## src/rtl/tws_pkg.sv

```systemverilog
// Shared constants and the frame state type of the two-wire slave.
// Assumes byte-wide transfers with one acknowledge slot per byte.
package tws_pkg;
    localparam logic [3:0] DEV_CODE = 4'b1010;
    localparam int         BYTE_W   = 8;

    typedef enum logic [2:0] {
        ST_IDLE,
        ST_DEV,
        ST_WADDR,
        ST_WDATA,
        ST_RDATA
    } tws_state_e;
endpackage

```

## src/rtl/tws_line_sync.sv

```systemverilog
// Brings the bus clock and data lines into the system clock domain and
// derives clock edges plus start and stop events from the sampled levels.
// Assumes the system clock is several times faster than the bus clock.
module tws_line_sync #(
    parameter int SYNC_DEPTH = 2
) (
    input  logic clk,
    input  logic rst_n,
    input  logic scl_i,
    input  logic sda_i,
    output logic scl_o,
    output logic sda_o,
    output logic scl_rise_o,
    output logic scl_fall_o,
    output logic start_o,
    output logic stop_o
);
    // stage SYNC_DEPTH-1 is the synchronized level, stage SYNC_DEPTH the one before
    logic [SYNC_DEPTH:0] scl_sh;
    logic [SYNC_DEPTH:0] sda_sh;
    logic scl_prev;
    logic sda_prev;

    // Shift both lines through the synchronizer; idle bus level is high.
    always_ff @(posedge clk) begin
        if (!rst_n) begin
            scl_sh <= '1;
            sda_sh <= '1;
        end else begin
            scl_sh <= {scl_sh[SYNC_DEPTH-1:0], scl_i};
            sda_sh <= {sda_sh[SYNC_DEPTH-1:0], sda_i};
        end
    end

    assign scl_o    = scl_sh[SYNC_DEPTH-1];
    assign sda_o    = sda_sh[SYNC_DEPTH-1];
    assign scl_prev = scl_sh[SYNC_DEPTH];
    assign sda_prev = sda_sh[SYNC_DEPTH];

    // Event decode: data edges only count while the clock stays high.
    assign scl_rise_o = scl_o & ~scl_prev;
    assign scl_fall_o = ~scl_o & scl_prev;
    assign start_o    = scl_o & scl_prev & sda_prev & ~sda_o;
    assign stop_o     = scl_o & scl_prev & ~sda_prev & sda_o;
endmodule

```

## src/rtl/tws_addr_match.sv

```systemverilog
// Decodes a received device byte: fixed code, select bits, direction,
// and in the large variant the address-extension bit.
// Assumes straps are static while frames are in flight.
module tws_addr_match
    import tws_pkg::*;
#(
    parameter int LARGE_ARRAY = 0
) (
    input  logic [BYTE_W-1:0] byte_i,
    input  logic [2:0]        strap_i,
    output logic              hit_o,
    output logic              read_o,
    output logic              page_o
);
    logic sel_ok;

    generate
        if (LARGE_ARRAY != 0) begin : g_large
            // lowest select bit extends the word address instead of selecting
            logic unused_strap0;
            assign unused_strap0 = strap_i[0];
            assign sel_ok = (byte_i[3:2] == strap_i[2:1]);
            assign page_o = byte_i[1];
        end else begin : g_small
            assign sel_ok = (byte_i[3:1] == strap_i);
            assign page_o = 1'b0;
        end
    endgenerate

    assign hit_o  = (byte_i[7:4] == DEV_CODE) && sel_ok;
    assign read_o = byte_i[0];
endmodule

```

## src/rtl/tws_proto_fsm.sv

```systemverilog
// Frame sequencer: counts bits, shifts data, decides acknowledges and
// issues address, write-buffer and commit strobes.
// Assumes sampled bus events arrive as single-cycle pulses.
module tws_proto_fsm
    import tws_pkg::*;
#(
    parameter int AW = 8
) (
    input  logic              clk,
    input  logic              rst_n,
    input  logic              scl_rise_i,
    input  logic              scl_fall_i,
    input  logic              start_i,
    input  logic              stop_i,
    input  logic              sda_i,
    input  logic              hit_i,
    input  logic              rd_req_i,
    input  logic              page_i,
    input  logic              busy_i,
    input  logic [BYTE_W-1:0] rd_data_i,
    output logic [BYTE_W-1:0] rx_byte_o,
    output logic              pull_o,
    output logic              load_o,
    output logic [AW-1:0]     load_val_o,
    output logic              inc_o,
    output logic              wr_o,
    output logic [BYTE_W-1:0] wr_data_o,
    output logic              commit_o
);
    localparam int            CW       = $clog2(BYTE_W + 2);
    localparam logic [CW-1:0] ACK_SLOT = CW'(BYTE_W);
    localparam logic [CW-1:0] END_SLOT = CW'(BYTE_W + 1);

    tws_state_e          state_q, after_q;
    logic [CW-1:0]       cnt_q;
    logic [BYTE_W-1:0]   rx_q;
    logic [BYTE_W-2:0]   tx_q;
    logic                mack_q, page_q, got_q, pull_q;
    logic                load_q, wr_q, inc_q, commit_q;

    // Frame sequencing, bit shifting, acknowledge and strobe generation.
    always_ff @(posedge clk) begin
        if (!rst_n) begin
            state_q  <= ST_IDLE;
            after_q  <= ST_IDLE;
            cnt_q    <= '0;
            rx_q     <= '0;
            tx_q     <= '0;
            mack_q   <= 1'b1;
            page_q   <= 1'b0;
            got_q    <= 1'b0;
            pull_q   <= 1'b0;
            load_q   <= 1'b0;
            wr_q     <= 1'b0;
            inc_q    <= 1'b0;
            commit_q <= 1'b0;
        end else begin
            load_q   <= 1'b0;
            wr_q     <= 1'b0;
            inc_q    <= 1'b0;
            commit_q <= 1'b0;
            if (start_i) begin
                state_q <= ST_DEV;
                cnt_q   <= '0;
                pull_q  <= 1'b0;
                got_q   <= 1'b0;
            end else if (stop_i) begin
                commit_q <= (state_q == ST_WDATA) && got_q;
                state_q  <= ST_IDLE;
                pull_q   <= 1'b0;
                got_q    <= 1'b0;
            end else if (state_q != ST_IDLE) begin
                if (scl_rise_i) begin
                    cnt_q <= cnt_q + 1'b1;
                    if (cnt_q < ACK_SLOT)
                        rx_q <= {rx_q[BYTE_W-2:0], sda_i};
                    else if (cnt_q == ACK_SLOT)
                        mack_q <= sda_i;
                end else if (scl_fall_i) begin
                    if (cnt_q == ACK_SLOT) begin
                        case (state_q)
                            ST_DEV: begin
                                if (hit_i && !busy_i) begin
                                    pull_q  <= 1'b1;
                                    page_q  <= page_i;
                                    after_q <= rd_req_i ? ST_RDATA : ST_WADDR;
                                end else begin
                                    state_q <= ST_IDLE;
                                end
                            end
                            ST_WADDR: begin
                                pull_q  <= 1'b1;
                                load_q  <= 1'b1;
                                after_q <= ST_WDATA;
                            end
                            ST_WDATA: begin
                                pull_q  <= 1'b1;
                                wr_q    <= 1'b1;
                                inc_q   <= 1'b1;
                                got_q   <= 1'b1;
                                after_q <= ST_WDATA;
                            end
                            ST_RDATA: begin
                                pull_q <= 1'b0;
                                inc_q  <= 1'b1;
                            end
                            default: state_q <= ST_IDLE;
                        endcase
                    end else if (cnt_q == END_SLOT) begin
                        cnt_q  <= '0;
                        pull_q <= 1'b0;
                        if (state_q == ST_RDATA) begin
                            if (!mack_q) begin
                                tx_q   <= rd_data_i[BYTE_W-2:0];
                                pull_q <= ~rd_data_i[BYTE_W-1];
                            end else begin
                                state_q <= ST_IDLE;
                            end
                        end else begin
                            state_q <= after_q;
                            if (after_q == ST_RDATA) begin
                                tx_q   <= rd_data_i[BYTE_W-2:0];
                                pull_q <= ~rd_data_i[BYTE_W-1];
                            end
                        end
                    end else if (state_q == ST_RDATA && cnt_q != '0) begin
                        tx_q   <= {tx_q[BYTE_W-3:0], 1'b0};
                        pull_q <= ~tx_q[BYTE_W-2];
                    end
                end
            end
        end
    end

    assign rx_byte_o  = rx_q;
    assign pull_o     = pull_q;
    assign load_o     = load_q;
    assign load_val_o = AW'({page_q, rx_q});
    assign inc_o      = inc_q;
    assign wr_o       = wr_q;
    assign wr_data_o  = rx_q;
    assign commit_o   = commit_q;
endmodule

```

## src/rtl/eeprom_bus_slave.sv

```systemverilog
// Top of the two-wire EEPROM slave front end: line synchronizer,
// device-address decoder and frame sequencer.
// Assumes an external word-address counter and write buffer follow the strobes.
module eeprom_bus_slave
    import tws_pkg::*;
#(
    parameter int  LARGE_ARRAY = 0,
    parameter int  SYNC_DEPTH  = 2,
    localparam int AW          = 8 + ((LARGE_ARRAY != 0) ? 1 : 0)
) (
    input  logic              clk,
    input  logic              rst_n,
    input  logic              scl_i,
    input  logic              sda_i,
    input  logic [2:0]        strap_i,
    input  logic              busy_i,
    input  logic [BYTE_W-1:0] rd_data_i,
    output logic              sda_pull_o,
    output logic              addr_load_o,
    output logic [AW-1:0]     addr_val_o,
    output logic              addr_inc_o,
    output logic              wr_o,
    output logic [BYTE_W-1:0] wr_data_o,
    output logic              commit_o
);
    logic scl_lvl, sda_lvl, scl_rise, scl_fall, start_det, stop_det;
    logic hit, rd_req, page_bit;
    logic [BYTE_W-1:0] rx_byte;

    tws_line_sync #(.SYNC_DEPTH(SYNC_DEPTH)) sync_i (
        .clk(clk), .rst_n(rst_n), .scl_i(scl_i), .sda_i(sda_i),
        .scl_o(scl_lvl), .sda_o(sda_lvl), .scl_rise_o(scl_rise),
        .scl_fall_o(scl_fall), .start_o(start_det), .stop_o(stop_det)
    );

    tws_addr_match #(.LARGE_ARRAY(LARGE_ARRAY)) match_i (
        .byte_i(rx_byte), .strap_i(strap_i), .hit_o(hit),
        .read_o(rd_req), .page_o(page_bit)
    );

    tws_proto_fsm #(.AW(AW)) fsm_i (
        .clk(clk), .rst_n(rst_n), .scl_rise_i(scl_rise), .scl_fall_i(scl_fall),
        .start_i(start_det), .stop_i(stop_det), .sda_i(sda_lvl), .hit_i(hit),
        .rd_req_i(rd_req), .page_i(page_bit), .busy_i(busy_i),
        .rd_data_i(rd_data_i), .rx_byte_o(rx_byte), .pull_o(sda_pull_o),
        .load_o(addr_load_o), .load_val_o(addr_val_o), .inc_o(addr_inc_o),
        .wr_o(wr_o), .wr_data_o(wr_data_o), .commit_o(commit_o)
    );
endmodule

```

## config.mk

```make
export PLATFORM = sky130hd
export DESIGN_NAME = eeprom_bus_slave
export DESIGN_NICKNAME = d
export VERILOG_FILES = /design/src/rtl/tws_pkg.sv /design/src/rtl/tws_line_sync.sv /design/src/rtl/tws_addr_match.sv /design/src/rtl/tws_proto_fsm.sv /design/src/rtl/eeprom_bus_slave.sv
export SDC_FILE = /design/constraint.sdc
export NUM_CORES = 1
export LEC_CHECK = 0
export ABC_AREA = 1
export BUFFER_PORTS_ARGS = -buffer_cell sky130_fd_sc_hd__buf_2
export CORE_UTILIZATION = 37
export CTS_CLUSTER_SIZE = 24
export DETAILED_ROUTE_END_ITERATION = 7
export PLACE_DENSITY_LB_ADDON = 0.08
export SYNTH_ARGS = -nofsm -noshare
export SYNTH_HDL_FRONTEND = slang
export SYNTH_SLANG_ARGS = --single-unit
```

## constraint.sdc

```tcl
create_clock -name clk -period 1.85 [get_ports clk]
set_input_delay 0.2775 -clock clk [delete_from_list [all_inputs] [get_ports clk]]
set_output_delay 0.2775 -clock clk [all_outputs]
set_load 0.01 [all_outputs]
```

* After elaboration in Yosys (flattened, before gate mapping)
Cells that the tools add are included.
** Storage, ports and cells
- Word-level logic and storage cells :: 126
- Register bits :: 38
** Operators by class
- Reduce and logical (&&, ||, !) cells :: 32
- Equality and inequality tests :: 22
- Bitwise logic cells :: 21
- Add/subtract/negate cells :: 1
- Order comparisons :: 1
- Multiplexer cells :: 34
** Operators by type and width (count)
- 2-to-1 mux 7 bit :: 5
- 2-to-1 mux 3 bit :: 7
- 2-to-1 mux 4 bit :: 4
- 2-to-1 mux 1 bit :: 15
- inequality test 3 bit, second input constant :: 5
- AND reduction 5 bit :: 3
- NOT 1 bit :: 14
- AND reduction 7 bit :: 2
- equality test 4 bit, second input constant :: 3
- case mux 3 bit (2 select lines) :: 2
- AND reduction 6 bit :: 2
- nonzero test 3 bit :: 4
- nonzero test 2 bit :: 5
- AND reduction 9 bit :: 1
- OR reduction 3 bit :: 3
- AND reduction 8 bit :: 1
- nonzero test 4 bit :: 2
- AND 1 bit :: 7
- OR reduction 7 bit :: 1
- equality test 3 x 2 -> 1 bit, second input constant :: 2
- equality test 3 bit, second input constant :: 2
- OR reduction 2 bit :: 3
- inequality test 5 x 1 -> 1 bit, second input constant :: 1
- inequality test 5 x 3 -> 1 bit, second input constant :: 1
- 12 further kinds :: 16

* Depth between registers and ports, before layout
Gate-level depths: netlist of the first run.
- Depth after elaboration :: 11
- Mapped depth :: 12

* By module
A second synthesis of the first run with hierarchy kept.
** Second synthesis, totals
- Cells, all modules :: 313
- Area total of the unflattened synthesis :: 2154.6 um^2
** Modules (own cells, without submodules)
- tws_proto_fsm :: sequential area each 640.6 um^2, times used 1, area an instance 1868.0 um^2, cells each 268
- tws_line_sync :: sequential area each 120.1 um^2, times used 1, area an instance 198.9 um^2, cells each 27
- tws_addr_match :: sequential area each 0.0 um^2, times used 1, area an instance 87.6 um^2, cells each 18

* Worst setup path after synthesis of the first run
No wires, ideal clock.
- Path kind :: register to register
- From :: reg fsm_i.cnt_q[0]
- To :: reg fsm_i.tx_q[2]
- Cell stages (with the launch flop) :: 10
- Setup slack :: 339 ps
- Library setup time :: 113 ps
- Arrival time :: 1398 ps
- Data required time :: 1737 ps
- Cell sequence :: dfxtp_1 > inv_1 > ha_1 > nand3_2 > nand4_1 > nor2_2 > nand3_2 > buf_6 > nor2_1 > nor2_1
** Between the ends
- Longest elaborated chain between the ends :: 4
** Ends and longest elaborated chain
- from (decl) :: line tws_proto_fsm.sv:35 : logic [CW-1:0] cnt_q;
- from (signal assigned) :: line tws_proto_fsm.sv:74 : cnt_q <= cnt_q + 1'b1;
- parallel branches: the longest is 4 deep, another holds AND reduction 9 bit
- to (signal assigned) :: line tws_proto_fsm.sv:114 : tx_q <= rd_data_i[BYTE_W-2:0];
- to (signal assigned) :: line tws_proto_fsm.sv:122 : tx_q <= rd_data_i[BYTE_W-2:0];
- to (signal assigned) :: line tws_proto_fsm.sv:127 : tx_q <= {tx_q[BYTE_W-3:0], 1'b0};
- to (decl) :: line tws_proto_fsm.sv:37 : logic [BYTE_W-2:0] tx_q;
Parallel ways; which one is timed is not known.
A chain may end at the register's enable or synchronous reset.

* Worst setup path after layout of the first run
- From :: reg fsm_i.cnt_q[1]
- To :: reg fsm_i.state_q[0]
** Between the ends
- Longest elaborated chain between the ends :: 7
** Ends and longest elaborated chain
- equality test 4 bit :: line tws_proto_fsm.sv:80 : if (cnt_q == ACK_SLOT) begin
- 2-to-1 mux 3 bit :: line tws_proto_fsm.sv:80
- 2-to-1 mux 1 bit :: line tws_proto_fsm.sv:79 : end else if (scl_fall_i) begin
- 2-to-1 mux 1 bit :: line tws_proto_fsm.sv:73 : if (scl_rise_i) begin
- 2-to-1 mux 1 bit :: line tws_proto_fsm.sv:72 : end else if (state_q != ST_IDLE) begin
- 2-to-1 mux 1 bit :: line tws_proto_fsm.sv:67 : end else if (stop_i) begin
- 2-to-1 mux 1 bit :: line tws_proto_fsm.sv:62 : if (start_i) begin
- to (signal assigned) :: line tws_proto_fsm.sv:120 : state_q <= after_q;
- to (decl) :: line tws_proto_fsm.sv:34 : tws_state_e state_q, after_q;
Parallel ways exist; a longest one is shown, timed or not. The select of a mux whose other input is x is not followed.

==> results by group, run 1 <==
Routing
  – Post-DRT Antenna Nets: 0
  – Pre-Repair DR Iteration Count: 4
  – Via count: 1788
  – Iteration-0 DRC Markers: 71
  – DR vias/cell: 4.585
  – DRC errors left: 0
  – WL final: 4.331 mm
  – WL/cell: 11.11 µm

Yosys
  – Asr flop ratio synth: 0
  – Sequential element share of the synthesized area: 0.3786
  – Mapped Avg Cell Area: 7.001 µm²
  – Post-Synth Adder-Cell Area: 0.03736
  – #FFs+latches synth: 38
  – Netlist cell types: 29
  – Syn nets: 309
  – Post-Synthesis Cells: 287
  – Largest family of logic cells by synthesized area: simple AND/OR/NAND/NOR gates
  – Mapped Area: 0.002009 mm²
  – Post-synthesis mux area share: 0
  – EDFF count, synth: 0
  – Post-synthesis share of cell area spent on xor and xnor gates: 0.004359
  – Compound-Gate Fraction of Synth Area: 0.1065
  – Leading register cell type out of synthesis: dfxtp_1
  – Simple-gate share of the synthesized area: 0.3450
  – Yosys warning total: 0

Hold path
  – Hold Startpoint: sda_i
  – Hold Path Stages: 2
  – HP Class: primary input to register
  – Hold Crit Endpoint: sync_i.sda_sh[0]

Layout
  – Share of cells above drive strength 1: 0.2563
  – Most frequent cells in the layout: 56 x nand2_1, 37 x dfxtp_1, 36 x buf_2
  – Fillers: 551
  – Nets@finish: 341
  – Non-Filler Instances: 390
  – Number of diodes: 0
  – Area delta synth->final: 15.13%
  – Multi-input gate area: 0.001006 mm²
  – Commonest non-fill, non-tap cell in the layout: nand2_1
  – Design Area, Final: 0.002313 mm²
  – Sequential cell area: 762.0 µm²

Timing
  – Worst Tran Pin Value: 0.3294 ns
  – Max_slew headroom: 0.7789
  – RSZ-0062 raised after global routing: no
  – Skew final: 0.005308 ns
  – FMAX: 592.2 MHz
  – Fin. Hold Viols: 0
  – Final worst-path cycle share: 0.9127
  – Post-layout minimum cycle time: 1.689 ns
  – Final Max Tran Viols: 0
  – Setup_tns: 0 ns
  – Final setup violation count: 0

Global route
  – Overall global routing resource usage: 0.1705
  – Largest net degree at the start of global routing: 18
  – Initial antenna violation count: 0
  – Grt total ovfl: 0
  – First-pass GRT wire length: 7.258 mm
  – Vias in the first global route: 1644

Worst setup path
  – Worst Path Buf+Inv: 2
  – Worst-path fanout max: 12
  – Max stage delay cell, worst path: dfxtp_1
  – Startpoint Class: register
  – Setup CP Type: register to register
  – WP data required: 2.03 ns
  – Cell count of the worst reg-to-reg path: 9
  – CP max stage delay: 0.32 ns
  – Setup crit end kind: register
  – CP arrival: 1.87 ns
  – Reg2reg start: fsm_i.cnt_q[1]
  – Reg-to-Reg End: fsm_i.state_q[0]
  – Crit-path leading delay family: simple AND/OR/NAND/NOR gates
  – CP Cell Sequence: inv_1 > ha_1 > nand3_4 > inv_4 > nand3_1 > nand2_1 > nand3_2 > a21oi_1 > nor2_1
  – R2r setup slk: 0.16 ns

Floorplan
  – # IOs: 37
  – Chip Width: 75.70 µm
  – Die height: 75.70 µm
  – Core box area: 0.005172 mm²
  – Die ar.: 0.005730 mm²
  – Initial Utilization: 0.3885
  – Std-Cell Rows: 26

Place
  – Cells after DPL: 382
  – GP Congestion: 0.8825
  – Port Buffers: 36
  – Placed cell area: 0.002203 mm²
  – DP Wirelength: 3.247 mm

Power
  – Comb power frac: 0.062
  – Seq pwr share: 0.553
  – Internal Pwr Total: 1.163 mW
  – Maximum VDD drop: 0.3066 mV
  – Switching share of power: 0.2268
  – PwrDens: 650.4 mW/mm²
  – Clock group share of total power: 0.385
  – Leakage: 1.092 nW
  – Sw power: 0.3413 mW

Clock tree
  – CTS tree: built
  – CTS sink cnt: 38
  – Setup repair bufs after CTS: 0
  – Clock transition at path regs: 0.07 ns
  – Total CTS buffers: 5
  – Clk_lat worst skew: 0.29 ns
  – Post-CTS Hold Fix Bufs: 0
  – H-tree levels: 2
  – Worst-case clock buffer depth: 2
  – Post-CTS Resized: 0
  – CTS root buf: clkbuf_8

Job
  – Max-cap violations: 0

Run status
  – Status: completed
worst max-delay path by stage:
stage	from	to	slack, ns	cells after the start
floorplan	fsm_i.cnt_q[0]	fsm_i.tx_q[2]	0.34	9
global placement	fsm_i.cnt_q[1]	fsm_i.tx_q[2]	0.1	11
detailed placement	fsm_i.cnt_q[1]	fsm_i.tx_q[2]	0.1	11
CTS	fsm_i.cnt_q[1]	fsm_i.tx_q[2]	0.08	11
global route	sync_i.scl_sh[1]	fsm_i.cnt_q[3]	0.02	7
finish	fsm_i.cnt_q[1]	fsm_i.state_q[0]	0.16	9
stage by stage:
stage / util / power [mW] / setup slack [ns] / hold WS [ns]
after floorplan: - / 0.9066 / 0.3390 / 0.3841
after global placement: 0.4260 / 0.9445 / 0.09705 / 0.3974
after detailed placement: 0.4260 / 0.9440 / 0.09868 / 0.4045
after CTS: 0.4436 / 1.528 / 0.07657 / 0.1667
after global routing: 0.4473 / 1.570 / 0.01916 / 0.1666
final: 0.4473 / 1.505 / 0.1615 / 0.1768
logic make-up (layout without fill, tap and decap cells):
kind of cell | after synthesis | after routing
AND/OR/NAND/NOR | 145 | 145
AO/OA/AOI/OAI | 40 | 40
flip-flops | 38 | 38
XOR/XNOR | 1 | 1
adder cells (fa/ha/maj) | 6 | 6
buffers and inverters | 57 | 90
flip-flops by register name (all words and copies together), names as in the netlist:
name / flops
fsm_i.load_val_o: 8
fsm_i.tx_q: 7
fsm_i.cnt_q: 4
fsm_i.after_q: 3
fsm_i.state_q: 3
sync_i.scl_sh: 3
sync_i.sda_sh: 3
fsm_i.commit_o: 1
fsm_i.got_q: 1
fsm_i.inc_o: 1
fsm_i.load_o: 1
fsm_i.mack_q: 1
fsm_i.pull_o: 1
fsm_i.wr_o: 1
synth_stat cells, types with 4 or more instances:
library cell	instances	share of area
nand2_2	9	0.028
nand2_1	57	0.11
nor2_1	33	0.062
nand3_1	19	0.047
nand4_1	7	0.022
or2_2	4	0.012
inv_1	34	0.064
dfxtp_1	38	0.38
ha_1	6	0.037
buf_4	9	0.034
o21ai_1	6	0.015
a21oi_1	17	0.042
o21ai_0	13	0.032
inv_2	8	0.015
power by group through the flow:
stage               registers (mW)  logic, mW  clock network, mW
CTS                          0.832     0.0934              0.603
floorplan                    0.850     0.0566                  0
finish                       0.832     0.0938              0.579
global placement             0.851     0.0937                  0
detailed placement           0.851     0.0931                  0
global route                 0.833      0.106              0.631
metal layers:
layer	wire length [µm]	vias up	track usage	part of all wire
met2	1811	41	0.2708	0.42
met3	181	11	0.03968	0.042
met5	0	-	0	0
met1	2236	770	0.2210	0.52
met4	102	0	0.07613	0.024
li1	-	966	-	-
cell type report:
class	count	share of cell area
timing repair buffer	39	0.08761
clock buffer	7	0.03732
inverter	43	0.07085
multi-input combinational	192	0.4348
tap	70	0.03786
sequential	38	0.3294
clock inverter	1	0.002163
(Power assumes the default switching activity.)
==> run 2: changes to the inputs <==
ABC_AREA = not set   (was 1)
==> run 2 against run 1 <==
  * Critical path type unchanged
  * First-iteration DRC count rose by 35%
  * Clock skew increased by 0.0038 ns
  * Register-to-register slack worse by 0.05 ns
  * Clock-buffer cell count fell by 2
  * Synthesized area shrank 1.7%
==> results by group, run 2 <==
Yosys
  – Leading register cell type out of synthesis: dfxtp_1 (unchanged)
  – Mapped Avg Cell Area: 8.584 µm² (was 7.001 µm²)
  – #FFs+latches synth: 38 (unchanged)
  – Asr flop ratio synth: 0 (unchanged)
  – Yosys warning total: 0 (unchanged)
  – Share of the synthesized area in the top cell type: 0.3853 (was 0.3786)
  – Sequential element share of the synthesized area: 0.3853 (was 0.3786)
  – EDFF count, synth: 0 (unchanged)
  – Post-synth top area cell: dfxtp_1 (unchanged)
  – Netlist cell types: 44 (was 29)
  – Syn nets: 252 (was 309)
  – Mapped Area: 0.001974 mm² (was 0.002009 mm²)
  – Most common cell in the netlist: dfxtp_1 (was nand2_1)
  – Post-synth top cells: 38 x dfxtp_1, 34 x nand2_1, 25 x nor2_1, 16 x mux2i_1 (was 57 x nand2_1, 38 x dfxtp_1, 34 x inv_1, 33 x nor2_1, 19 x nand3_1)
  – Largest cells by area after synthesis: dfxtp_1 39%, mux2i_1 8.1%, nand2_1 6.5%, nor2_1 4.8%, ha_1 3.8% (was dfxtp_1 38%, nand2_1 11%, inv_1 6.4%, nor2_1 6.2%, nand3_1 4.7%)
  – Post-Synthesis Cells: 230 (was 287)

Hold path
  – HP Class: primary input to register (unchanged)

Clock tree
  – CTS root buf: clkbuf_8 (unchanged)
  – Total CTS buffers: 5 (unchanged)
  – Post-CTS Hold Fix Bufs: 0 (unchanged)
  – Clk_lat worst skew: 0.30 ns (was 0.29 ns)
  – Clock transition at path regs: 0.08 ns (was 0.07 ns)
  – Worst-case clock buffer depth: 2 (unchanged)
  – H-tree levels: 2 (unchanged)
  – CTS sink cnt: 38 (unchanged)
  – CTS tree: built (unchanged)

Layout
  – Sequential cell area: 760.7 µm² (was 762.0 µm²)
  – Area delta synth->final: 26.81% (was 15.13%)
  – Largest register FFs: 8 (unchanged)
  – Nets@finish: 299 (was 341)
  – Multi-input gate area: 0.001109 mm² (was 0.001006 mm²)
  – Fillers: 518 (was 551)
  – Most frequent cells in the layout: 38 x dfxtp_1, 36 x buf_2, 34 x nand2_1 (was 56 x nand2_1, 37 x dfxtp_1, 36 x buf_2)
  – Share of cells above drive strength 1: 0.3094 (was 0.2563)
  – Commonest non-fill, non-tap cell in the layout: dfxtp_1 (was nand2_1)
  – Number of diodes: 0 (unchanged)

Timing
  – Min Hold Slack: 0.1538 ns (was 0.1768 ns)
  – Skew final: 0.009080 ns (was 0.005308 ns)
  – Final worst-path cycle share: 0.9410 (was 0.9127)
  – FMAX: 574.5 MHz (was 592.2 MHz)
  – Final Max Tran Viols: 0 (unchanged)
  – Post-layout minimum cycle time: 1.741 ns (was 1.689 ns)
  – RSZ-0062 raised after global routing: yes (was no)
  – Final setup violation count: 0 (unchanged)
  – Worst Tran Pin Value: 0.5442 ns (was 0.3294 ns)
  – Fin. Hold Viols: 0 (unchanged)
  – Max_slew headroom: 0.6334 (was 0.7789)

Global route
  – Vias in the first global route: 1536 (was 1644)
  – Overall global routing resource usage: 0.1749 (was 0.1705)
  – M2 GR Usage: 0.2783 (was 0.2708)
  – GR Layer Usage met3: 0.04418 (was 0.03968)
  – Gr busiest metal: met2 (unchanged)
  – First-pass GRT wire length: 7.272 mm (was 7.258 mm)
  – Initial antenna violation count: 0 (unchanged)
  – Largest net degree at the start of global routing: 19 (was 18)
  – GR Util met1: 0.2344 (was 0.2210)
  – Grt total ovfl: 0 (unchanged)

Floorplan
  – # IOs: 37 (unchanged)
  – Die height: 75.05 µm (was 75.70 µm)
  – Die ar.: 0.005633 mm² (was 0.005730 mm²)
  – Core box area: 0.005107 mm² (was 0.005172 mm²)
  – Std-Cell Rows: 26 (unchanged)
  – Initial Utilization: 0.3866 (was 0.3885)
  – Chip Width: 75.05 µm (was 75.70 µm)

Power
  – Comb power frac: 0.043 (was 0.062)
  – Switching share of power: 0.2089 (was 0.2268)
  – Internal Pwr Total: 1.396 mW (was 1.163 mW)
  – Tot Pwr: 1.765 mW (was 1.505 mW)
  – PwrDens: 704.8 mW/mm² (was 650.4 mW/mm²)
  – Maximum VDD drop: 0.3691 mV (was 0.3066 mV)
  – Clock group share of total power: 0.489 (was 0.385)
  – Leakage: 1.053 nW (was 1.092 nW)
  – Seq pwr share: 0.468 (was 0.553)
  – Sw power: 0.3687 mW (was 0.3413 mW)

Place
  – GP Congestion: 0.7918 (was 0.8825)
  – Port Buffers: 36 (unchanged)
  – DP Wirelength: 3.437 mm (was 3.247 mm)

Routing
  – Iteration-0 DRC Markers: 96 (was 71)
  – DRC errors left: 0 (unchanged)
  – Post-DRT Antenna Nets: 0 (unchanged)
  – WL/cell: 13.14 µm (was 11.11 µm)
  – Via count: 1690 (was 1788)
  – DR vias/cell: 4.856 (was 4.585)
  – Pre-Repair DR Iteration Count: 4 (unchanged)
  – WL final: 4.574 mm (was 4.331 mm)

Run status
  – Status: completed (unchanged)

Worst setup path
  – Worst-path fanout max: 7 (was 12)
  – CP arrival: 1.97 ns (was 1.87 ns)
  – Setup CP Type: register to register (unchanged)
  – Setup crit end kind: register (unchanged)
  – WP data required: 2.08 ns (was 2.03 ns)
  – Startpoint Class: register (unchanged)

Job
  – Max-cap violations: 0 (unchanged)
run 2: cell types whose count changed after synthesis, sizes merged, moves of 5 or more:
| cell | previous run | this run |
|---|---|---|
| nand3 | 23 | 4 |
| inv | 42 | 7 |
| a311oi | 0 | 6 |
| o21ai | 19 | 6 |
| clkbuf | 2 | 10 |
| nor2 | 38 | 25 |
| mux2i | 0 | 16 |
| a21oi | 20 | 10 |
| nand2 | 66 | 34 |
| nand2b | 0 | 5 |
run 2: power by group through the flow:
stage | clock network (mW) | logic (mW) | registers (mW)
2_1_floorplan | 0 | 0.0385 | 0.845
3_3_place_gp | 0 | 0.0740 | 0.845
3_5_place_dp | 0 | 0.0746 | 0.845
4_1_cts | 0.883 | 0.0747 | 0.826
5_1_grt | 0.918 | 0.0847 | 0.827
6_report | 0.864 | 0.0753 | 0.826
run 2: kinds of logic (layout without fill, tap and decap cells):
logic type,after synthesis,in the layout,share of synthesized area
and+or+nand+nor,104,104,0.2763
DFF,38,38,0.3853
AOI/OAI and AO/OA,32,32,0.1153
buffers and inverters,30,78,0.08618
muxes,16,16,0.08111
adders and majority gates,6,6,0.03802
xor gates and xnor gates,4,4,0.01774
run 2: area by class of cell:
cell class                      instances  area share
Multi-Input combinational cell        162      0.4428
Clock inverter                          3     0.02749
Inverter                                7     0.01049
Tap cell                               70     0.03498
Timing Repair Buffer                   63      0.1529
Clock buffer                            5     0.02749
Sequential cell                        38      0.3038
run 2: critical path, cell delays in order, from the launching register on:
cell      delay (ns)
dfxtp_1         0.33
ha_1            0.29
nand3b_1        0.22
nand4_1         0.19
or3b_2          0.49
a21oi_1         0.14
run 2: worst paths after layout:
kind / depth (start not counted) / slack (ns) / startpoint / to
worst max-delay path: 5 / 0.11 / sync_i.scl_sh[1] / fsm_i.cnt_q[2]
worst min-delay path: 2 / 0.15 / sda_i / sync_i.sda_sh[0]
worst max register to register: 5 / 0.11 / sync_i.scl_sh[1] / fsm_i.cnt_q[2]
worst min register to register: 1 / 0.42 / sync_i.sda_sh[0] / sync_i.sda_sh[1]
run 2: metrics by stage:
step	utilization	setup slack (ns)	area [µm²]	TNS [ns]	instances
5_1_grt	0.4902	-0.02222	2504	-0.02222	348
3_5_place_dp	0.4476	-0.01216	2286	-0.02042	338
4_1_cts	0.4760	0.04613	2431	0	346
3_3_place_gp	0.4476	0.03658	2286	0	338
2_1_floorplan	-	-0.01828	1974	-0.03657	230
6_report	0.4902	0.1092	2504	0	348
run 2: repair_timing:
item	in CTS	in global routing
endpoints found under the setup margin	7	11
setup buffers	0	2
pin swaps	0	5
gates resized for setup	2	13
run 2: per-layer routing:
layer / wire (µm) / share of wire / up-vias
met1: 2334 / 0.51 / 766
met3: 149 / 0.033 / 5
li1: - / - / 889
met2: 2046 / 0.45 / 30
met5: 0 / 0 / -
met4: 44 / 0.0096 / 0
